--- config.mk ---
export PLATFORM = sky130hd
export DESIGN_NAME = pwr_state_ctrl
export DESIGN_NICKNAME = d
export VERILOG_FILES = /design/src/rtl/pwr_state_pkg.sv /design/src/rtl/pwr_wake_merge.sv /design/src/rtl/pwr_state_fsm.sv /design/src/rtl/pwr_out_decode.sv /design/src/rtl/pwr_state_ctrl.sv
export SDC_FILE = /design/constraint.sdc
export NUM_CORES = 1
export LEC_CHECK = 0
export ABC_AREA = 1
export BUFFER_PORTS_ARGS = -buffer_cell sky130_fd_sc_hd__buf_2
export CORE_AREA = 2 2 39 41
export CTS_BUF_LIST = sky130_fd_sc_hd__clkbuf_8 sky130_fd_sc_hd__clkbuf_16
export CTS_CLUSTER_SIZE = 24
export DETAILED_ROUTE_END_ITERATION = 7
export DIE_AREA = 0 0 41 43
export PLACE_DENSITY = 0.51
export SYNTH_ARGS = -nofsm -noshare
export SYNTH_HDL_FRONTEND = slang
export SYNTH_HIERARCHICAL = 1
export SYNTH_SLANG_ARGS = --single-unit
export TNS_END_PERCENT = 50
--- constraint.sdc ---
create_clock -name clk_i -period 2.5 [get_ports clk_i]
set_input_delay 0.25 -clock clk_i [delete_from_list [all_inputs] [get_ports clk_i]]
set_output_delay 0.25 -clock clk_i [all_outputs]
set_load 0.05 [all_outputs]
--- src/rtl/pwr_state_pkg.sv ---
package pwr_state_pkg;
  typedef enum logic [1:0] {
    ST_WORK  = 2'd0,
    ST_HALT  = 2'd1,
    ST_STOPG = 2'd2,
    ST_PROBE = 2'd3
  } pwr_state_e;
endpackage

--- src/rtl/pwr_wake_merge.sv ---
module pwr_wake_merge #(
  parameter int NUM_SRC = 5
) (
  input  logic [NUM_SRC-1:0] src_i,
  output logic               wake_o
);
  logic [NUM_SRC:0] chain;
  assign chain[0] = 1'b0;
  for (genvar gi = 0; gi < NUM_SRC; gi++) begin : g_or
    assign chain[gi+1] = chain[gi] | src_i[gi];
  end
  assign wake_o = chain[NUM_SRC];
endmodule

--- src/rtl/pwr_state_fsm.sv ---
module pwr_state_fsm
  import pwr_state_pkg::*;
(
  input  logic       clk_i,
  input  logic       rst_ni,
  input  logic       halt_i,
  input  logic       stp_req_i,
  input  logic       probe_req_i,
  input  logic       wake_i,
  input  logic       sys_rst_i,
  output pwr_state_e state_o,
  output logic       halt_cyc_o,
  output logic       stpg_ack_o
);
  pwr_state_e st_q, st_d;
  logic       halt_cyc_q, stpg_ack_q;

  always_comb begin
    st_d = st_q;
    if (sys_rst_i) begin
      st_d = ST_WORK;
    end else begin
      unique case (st_q)
        ST_WORK:  if (stp_req_i) st_d = ST_STOPG;
                  else if (halt_i) st_d = ST_HALT;
        ST_HALT:  if (stp_req_i) st_d = ST_STOPG;
                  else if (wake_i) st_d = ST_WORK;
        // probe wins over release so no request is dropped
        ST_STOPG: if (probe_req_i) st_d = ST_PROBE;
                  else if (!stp_req_i) st_d = ST_WORK;
        ST_PROBE: st_d = stp_req_i ? ST_STOPG : ST_WORK;
        default:  st_d = ST_WORK;
      endcase
    end
  end

  always_ff @(posedge clk_i or negedge rst_ni) begin
    if (!rst_ni) begin
      st_q       <= ST_WORK;
      halt_cyc_q <= 1'b0;
      stpg_ack_q <= 1'b0;
    end else begin
      st_q       <= st_d;
      halt_cyc_q <= (st_q == ST_WORK) && (st_d == ST_HALT);
      stpg_ack_q <= (st_d == ST_STOPG) && (st_q inside {ST_WORK, ST_HALT});
    end
  end

  assign state_o    = st_q;
  assign halt_cyc_o = halt_cyc_q;
  assign stpg_ack_o = stpg_ack_q;

  AST_HALT_ENTRY: assert property (@(posedge clk_i) disable iff (!rst_ni)
    (st_q == ST_WORK && halt_i && !stp_req_i && !sys_rst_i) |=> (st_q == ST_HALT && halt_cyc_q));
  AST_HALT_WAKE: assert property (@(posedge clk_i) disable iff (!rst_ni)
    (st_q == ST_HALT && wake_i && !stp_req_i) |=> (st_q == ST_WORK));
  AST_STPCLK_WINS: assert property (@(posedge clk_i) disable iff (!rst_ni)
    (stp_req_i && !sys_rst_i) |=> (st_q inside {ST_STOPG, ST_PROBE}));
  AST_PROBE_SINGLE: assert property (@(posedge clk_i) disable iff (!rst_ni)
    (st_q == ST_PROBE) |=> (st_q != ST_PROBE));
  AST_ACK_ON_ENTRY: assert property (@(posedge clk_i) disable iff (!rst_ni)
    stpg_ack_q |-> (st_q == ST_STOPG && $past(st_q) != ST_STOPG && $past(st_q) != ST_PROBE));
  AST_SYNC_RESET: assert property (@(posedge clk_i) disable iff (!rst_ni)
    sys_rst_i |=> (st_q == ST_WORK && !stpg_ack_q && !halt_cyc_q));
  AST_PROBE_IGNORED: assert property (@(posedge clk_i) disable iff (!rst_ni)
    (st_q inside {ST_WORK, ST_HALT}) |=> (st_q != ST_PROBE));
endmodule

--- src/rtl/pwr_out_decode.sv ---
module pwr_out_decode
  import pwr_state_pkg::*;
(
  input  pwr_state_e state_i,
  input  logic       bus_disc_i,
  output logic       lowpwr_o,
  output logic       probe_svc_o
);
  assign lowpwr_o    = (state_i == ST_HALT) && bus_disc_i;
  assign probe_svc_o = (state_i == ST_PROBE);
endmodule

--- src/rtl/pwr_state_ctrl.sv ---
module pwr_state_ctrl
  import pwr_state_pkg::*;
#(
  localparam int NUM_WAKE = 5
) (
  input  logic       clk_i,
  input  logic       rst_ni,
  input  logic       halt_i,
  input  logic       stpclk_ni,
  input  logic       probe_req_i,
  input  logic       bus_disc_i,
  input  logic       wake_init_i,
  input  logic       wake_reset_i,
  input  logic       wake_smi_i,
  input  logic       wake_intr_i,
  input  logic       wake_nmi_i,
  input  logic       wake_lapic_i,
  output logic [1:0] state_o,
  output logic       halt_cyc_o,
  output logic       lowpwr_o,
  output logic       probe_svc_o,
  output logic       stpg_ack_o
);
  pwr_state_e st;
  logic       wake_any;

  pwr_wake_merge #(.NUM_SRC(NUM_WAKE)) u_wake (
    .src_i  ({wake_init_i, wake_smi_i, wake_intr_i, wake_nmi_i, wake_lapic_i}),
    .wake_o (wake_any)
  );

  pwr_state_fsm u_fsm (
    .clk_i       (clk_i),
    .rst_ni      (rst_ni),
    .halt_i      (halt_i),
    .stp_req_i   (!stpclk_ni),
    .probe_req_i (probe_req_i),
    .wake_i      (wake_any),
    .sys_rst_i   (wake_reset_i),
    .state_o     (st),
    .halt_cyc_o  (halt_cyc_o),
    .stpg_ack_o  (stpg_ack_o)
  );

  pwr_out_decode u_out (
    .state_i     (st),
    .bus_disc_i  (bus_disc_i),
    .lowpwr_o    (lowpwr_o),
    .probe_svc_o (probe_svc_o)
  );

  assign state_o = st;

  AST_LOWPWR_HALT_ONLY: assert property (@(posedge clk_i) disable iff (!rst_ni)
    lowpwr_o |-> (u_fsm.st_q == ST_HALT));
  AST_PROBE_STROBE: assert property (@(posedge clk_i) disable iff (!rst_ni)
    probe_svc_o |-> ($past(state_o) == 2'd2 && $past(probe_req_i)));
endmodule

==> results_dict.tcl, run 1 <==
set metrics [dict create \
    max-slew-margin-rel 0.834 \
    irDropWorstVdd_mv 0.163 \
    result_of_the_run "finished clean" \
    cts.clk_slew.worst_paths_ns 0.03 \
    core_sq_um 1380 \
    grt_pass1_wl_um 752 \
    leakagePower_nw 0.235 \
    root_buffer "clkbuf_8" \
    post-place-ws_ns 1.44 \
    initial_core_util 0.163 \
    critical_path.cell_chain "nor2_2 > buf_2" \
    criticalPathCategory "flop to primary output" \
    edff_count_synth 0 \
    synthesized_flop_and_latch_total 4 \
    synth-async-reset-ratio 1.00 \
    final.period_utilization 0.510 \
    numPlacedInstances 63 \
    fp.dieArea_sq_um 1760 \
    layout_min_cycle_time_ns 1.28 \
    floorplan.io_pins 18 \
    mappedNetlistArea_sq_um 225 \
    synth_fp_nets 42 \
    cts_resized 0 \
    share_of_yosys_cell_area_claimed_by_the_top_area_cell_type 0.444 \
    worst_path_largest_cell_delay_ns 0.44 \
    number_of_buffer_cells_added_on_primary_ports 17 \
    timing.hold.worst_path_depth 2 \
    finalWeightedCongestion 0.710 \
    synth.yosys.seq_area_share 0.444 \
    yosys.cell_count.top_type "inv_1" \
    synthesis.instances 30 \
    antenna_found_initial 0 \
    antenna_cells_inserted 0 \
    ys_warn_count 6 \
    ys_types 12 \
    detail_route.wl_per_cell_um 6.93 \
    synth_top_cells_by_area "dfrtp_1, inv_1, nand3_1, nand2_1, nor2_2" \
    clock_skew_ns 0.00122 \
    tightestPinTransition_ns 0.250 \
    first_global_vias 215 \
    cpLargestDelayFamily "flip-flops" \
    layout-area-overhead-vs-synth_pct 69.4 \
    worst-endpoint-arrival_ns 1.03 \
    worst-path-buf-inv 1 \
    holdCritPathClass "primary input to flop" \
    drive_gt1_frac 0.490 \
    timing.critical_path.depth 2 \
    max_clock_freq_ghz 0.784 \
    cp_max_fo 6 \
    syn-mean-instance-area_sq_um 7.51 \
    post-layout-total-power_w 0.000261 \
    max_cap_violations 0 \
    tritoncts "built" \
    cts.repair_timing.setup_buffer_count 0 \
    ctsLongestPathBuffers 2 \
    initialDrtViolationCount 1 \
    globalRouteOverflowTotal 0 \
    synth_ff_type "dfrtp_1" \
    cts.sink_count 4 \
    avgViaCountPerCell 3.58 \
    finalNonFillerCells 67 \
    unrepaired_setup_endpoints_after_global_routing "false" \
    worst_skew_pair.late_latency_ns 0.21 \
    placementRows 14 \
    die_width_um 41 \
    h_tree_depth_reported_by_cts 1 \
    hold_viol 0 \
    clock_buffer_count_from_cts 3 \
    cts_hold_buf 1 \
    ff2ff_path_depth 5 \
    cp_slowest_cell "dfrtp_1" \
    detail-route-antenna-nets 0 \
    die_y_um 43 \
    routed_wirelength_um 464 \
    drtPass1Iterations 3 \
    worstSetupStartpointType "flop" \
    setup_viol_count_final 0 \
    grt_start_max_net_pins 7 \
    hpwl_um 403 \
    synthTopCellsByCount "inv_1, dfrtp_1, nand2_1" \
    timing.final.max_slew_violations 0 \
    post-route-drc-count 0 \
    setup-tns-final_ns 0 \
    critical_path_required_ns 2.25 \
    detailroute.via_count 240 \
    critPathCaptureType "primary output" \
    power_per_cell_area_nw_per_um2 685 \
    grt_use_total 0.0645 \
    synth_largest_area_cell "dfrtp_1" \
    setup_slack_ns 1.22 \
    fin_nets 65 \
]
-- flip-flops by register name (all words and copies together) (netlist names) --
name / flops
u_fsm/stpg_ack_o: 1
u_fsm/halt_cyc_o: 1
u_fsm/state_o: 2
-- cell usage in the layout (no fill, tap or decap), drive strengths merged --
cell	count
buf	17
inv	9
nor2	5
nand2	4
dfrtp	4
nand3	4
clkbuf	3
a21oi	2
dlygate4sd3	1
o211ai	1
and2	1
-- power breakdown --
| part | switching (W) | internal [W] | total, W | leakage [nW] |
|---|---|---|---|---|
| registers | 0.00000396 | 0.0000697 | 0.0000736 | 0.0527 |
| clock network | 0.0000297 | 0.000102 | 0.000132 | 0.0216 |
| logic | 0.0000375 | 0.0000180 | 0.0000555 | 0.161 |
-- path summary, 6_finish.rpt --
kind	startpoint	to	slack (ns)
setup reg to reg	u_fsm/state_o[1]	u_fsm/halt_cyc_o	1.54
max in group asynchronous	rst_ni	u_fsm/stpg_ack_o	2.01
hold reg to reg	u_fsm/state_o[0]	u_fsm/state_o[1]	0.65
min in group asynchronous	rst_ni	u_fsm/halt_cyc_o	0.37
setup / recovery	u_fsm/state_o[1]	lowpwr_o	1.22
hold / removal	wake_reset_i	u_fsm/state_o[1]	0.23
-- logic make-up after synthesis --
kind of cell,Yosys count,synth area share
AOI/OAI and AO/OA,3,0.0944
buffers and inverters,9,0.150
DFF,4,0.444
and+or+nand+nor,14,0.311
-- layer usage --
| metal | vias up | global-route usage | share of wire | wire length, um |
|---|---|---|---|---|
| met5 | - | 0 | 0 | 0 |
| met4 | 0 | 0.0600 | 0 | 0 |
| met3 | 0 | 0.0157 | 0.080 | 37 |
| met2 | 11 | 0.0906 | 0.46 | 214 |
| met1 | 97 | 0.0747 | 0.46 | 212 |
| li1 | 132 | - | - | - |
-- area by class of cell --
| type | count | area, sq um |
|---|---|---|
| clock buffers | 3 | 41.3 |
| repair buffers | 18 | 95.1 |
| inverters | 9 | 33.8 |
| fillers | 152 | 1000 |
| multi-input cells | 17 | 91.3 |
| well taps | 16 | 20.0 |
| flip-flops and latches | 4 | 100 |
-- metrics by stage --
stage	hold slack, ns	cell area, sq um	utilization
2_1_floorplan	-0.0456	225	-
4_1_cts	0.228	382	0.276
3_3_place_gp	0.0610	330	0.239
3_5_place_dp	0.0608	330	0.239
6_report	0.232	382	0.276
5_1_grt	0.241	382	0.276
Power figures use the tool's default switching activity.
==> run 2: changes to the inputs <==
--- a/config.mk
+++ b/config.mk
@@ -12,7 +12,7 @@
 export CTS_CLUSTER_SIZE = 24
 export DETAILED_ROUTE_END_ITERATION = 7
 export DIE_AREA = 0 0 41 43
-export PLACE_DENSITY = 0.51
+export PLACE_DENSITY = 0.53
 export SYNTH_ARGS = -nofsm -noshare
 export SYNTH_HDL_FRONTEND = slang
 export SYNTH_HIERARCHICAL = 1
==> constraint.sdc (replaced) <==
create_clock -name clk_i -period 1.1 [get_ports clk_i]
set_input_delay 0.11 -clock clk_i [delete_from_list [all_inputs] [get_ports clk_i]]
set_output_delay 0.11 -clock clk_i [all_outputs]
set_load 0.05 [all_outputs]
==> run 2 against run 1 <==
  * Power rose by 130%
  * Sequential power rose by 130%
  * Global-route usage rose by 1.5 points
  * Combinational power rose by 140%
  * Critical path type unchanged
  * Largest cell class is now non-clock buffers
  * Highest routed layer unchanged
==> results_dict.tcl, run 2 (synthesized netlist as in run 1, its figures left out) <==
set metrics [dict create \
    worst_path_largest_cell_delay_ns 0.44 \
    max-slew-margin-rel 0.834 \
    setup_viol_count_final 0 \
    core_sq_um 1380 \
    fin_nets 65 \
    worst-path-buf-inv 2 \
    number_of_buffer_cells_added_on_primary_ports 17 \
    initial_core_util 0.163 \
    globalRouteOverflowTotal 0 \
    antenna_found_initial 0 \
    routed_wirelength_um 516 \
    clock_skew_ns 0.00115 \
    finalNonFillerCells 67 \
    layout-area-overhead-vs-synth_pct 76.7 \
    grt_start_max_net_pins 7 \
    fillers 150 \
    ctsLongestPathBuffers 2 \
    power_per_cell_area_nw_per_um2 1530 \
    floorplan.io_pins 18 \
    initialDrtViolationCount 1 \
    max_clock_freq_ghz 0.950 \
    critPathCaptureType "primary output" \
    critical_path_required_ns 0.99 \
    comb_power_share 0.215 \
    detailroute.via_count 250 \
    drtPass1Iterations 2 \
    antenna_cells_inserted 0 \
    result_of_the_run "finished clean" \
    die_y_um 43 \
    leakagePower_nw 0.233 \
    critical_path.cell_chain "nand2_1 > inv_1 > buf_4" \
    drive_gt1_frac 0.529 \
    criticalPathCategory "flop to primary output" \
    timing.final.max_slew_violations 0 \
    placementRows 14 \
    layout_min_cycle_time_ns 1.05 \
    grt_pass1_wl_um 841 \
    cts.clk_slew.worst_paths_ns 0.03 \
    irDropWorstVdd_mv 0.300 \
    post-route-drc-count 0 \
    cp_max_fo 6 \
    postLayoutCoreUtil 0.288 \
    sequential_cell_area_sq_um 103 \
    cellInternalPower_w 0.000437 \
    worst-endpoint-arrival_ns 0.94 \
    tightestPinTransition_ns 0.251 \
    largest_register_ffs 2 \
    tritoncts "built" \
    p_switching_w 0.000173 \
    unrepaired_setup_endpoints_after_global_routing "false" \
    final.period_utilization 0.957 \
    grt_use_total 0.0795 \
    first_global_vias 237 \
    numPlacedInstances 63 \
    cts.sink_count 4 \
    detail_route.wl_per_cell_um 7.70 \
    h_tree_depth_reported_by_cts 1 \
    fp.dieArea_sq_um 1760 \
    worst_skew_pair.late_latency_ns 0.22 \
    setup-tns-final_ns 0 \
    avgViaCountPerCell 3.73 \
    power.share.switching 0.283 \
    multi_input_comb_area_sq_um 96.3 \
    root_buffer "clkbuf_8" \
    mostFrequentLayoutCells "buf_2, inv_1, nand2_1" \
    hold_viol 0 \
    finalWeightedCongestion 0.693 \
    max_cap_violations 0 \
    clock_buffer_count_from_cts 3 \
    layout_commonest_cell "buf_2" \
    clock_power_share 0.506 \
    cpLargestDelayFamily "flip-flops" \
    worstSetupStartpointType "flop" \
    cts.repair_timing.setup_buffer_count 0 \
    die_width_um 41 \
    seqPwrFrac 0.279 \
    cp_slowest_cell "dfrtp_2" \
    hpwl_um 419 \
    detail-route-antenna-nets 0 \
    holdCritPathClass "primary input to flop" \
]
run 2: cell counts in the layout (fill, tap and decap cells not counted):
Identical to the previous run, type by type.
run 2: worst paths after layout:
check | startpoint | end | slack [ns] | depth (start not counted)
min in group asynchronous | rst_ni | u_fsm/halt_cyc_o | 0.23 | 2
max in group asynchronous | rst_ni | u_fsm/state_o[0] | 0.74 | 2
max | u_fsm/state_o[1] | probe_svc_o | 0.05 | 3
min | wake_reset_i | u_fsm/state_o[1] | 0.08 | 2
max reg2reg | u_fsm/state_o[0] | u_fsm/stpg_ack_o | 0.16 | 4
min reg2reg | u_fsm/state_o[0] | u_fsm/state_o[1] | 0.63 | 3
run 2: cell type report:
class	count	share of cell area
multi-input cells	17	0.242
flip-flops and latches	4	0.258
repair buffers	18	0.261
well taps	16	0.0503
clock buffers	3	0.104
inverters	9	0.0849
run 2: worst reg2reg max path, delay by kind of cell (launching register included):
kind	cells	cell delay, ns
compound gates	1	0.14
buf+inv	1	0.10
flops	1	0.42
simple gates	2	0.22
run 2: power groups by stage:
stage / registers, W / clock network (W) / logic (W)
2_1_floorplan: 0.000207 / 0 / 0.0000479
3_3_place_gp: 0.000171 / 0 / 0.000126
3_5_place_dp: 0.000172 / 0 / 0.000126
4_1_cts: 0.000170 / 0.000316 / 0.000131
5_1_grt: 0.000172 / 0.000326 / 0.000143
6_report: 0.000170 / 0.000309 / 0.000131
run 2: layer usage:
| metal | part of all wire | track usage | routed length [um] |
|---|---|---|---|
| met1 | 0.44 | 0.0777 | 225 |
| met3 | 0.068 | 0.0314 | 35 |
| met5 | 0 | 0 | 0 |
| met2 | 0.50 | 0.0969 | 256 |
| met4 | 0 | 0.120 | 0 |
run 2: through the flow:
| step | cell area [sq um] | power, W | hold WS (ns) | setup WS [ns] |
|---|---|---|---|---|
| final | 398 | 0.000610 | 0.0785 | 0.0470 |
| after global routing | 398 | 0.000640 | 0.0849 | 0.00333 |
| after CTS | 394 | 0.000617 | 0.0739 | 0.0126 |
| after detailed placement | 338 | 0.000298 | -0.0807 | 0.168 |
| after global placement | 338 | 0.000297 | -0.0812 | 0.153 |
| after floorplan | 233 | 0.000255 | -0.186 | 0.0288 |
run 2: timing repair:
action	CTS	global route
resized for setup	2	1
setup endpoints to repair	2	1
endpoints found under the hold margin	4	0
gates cloned	0	0
hold buffers	1	0
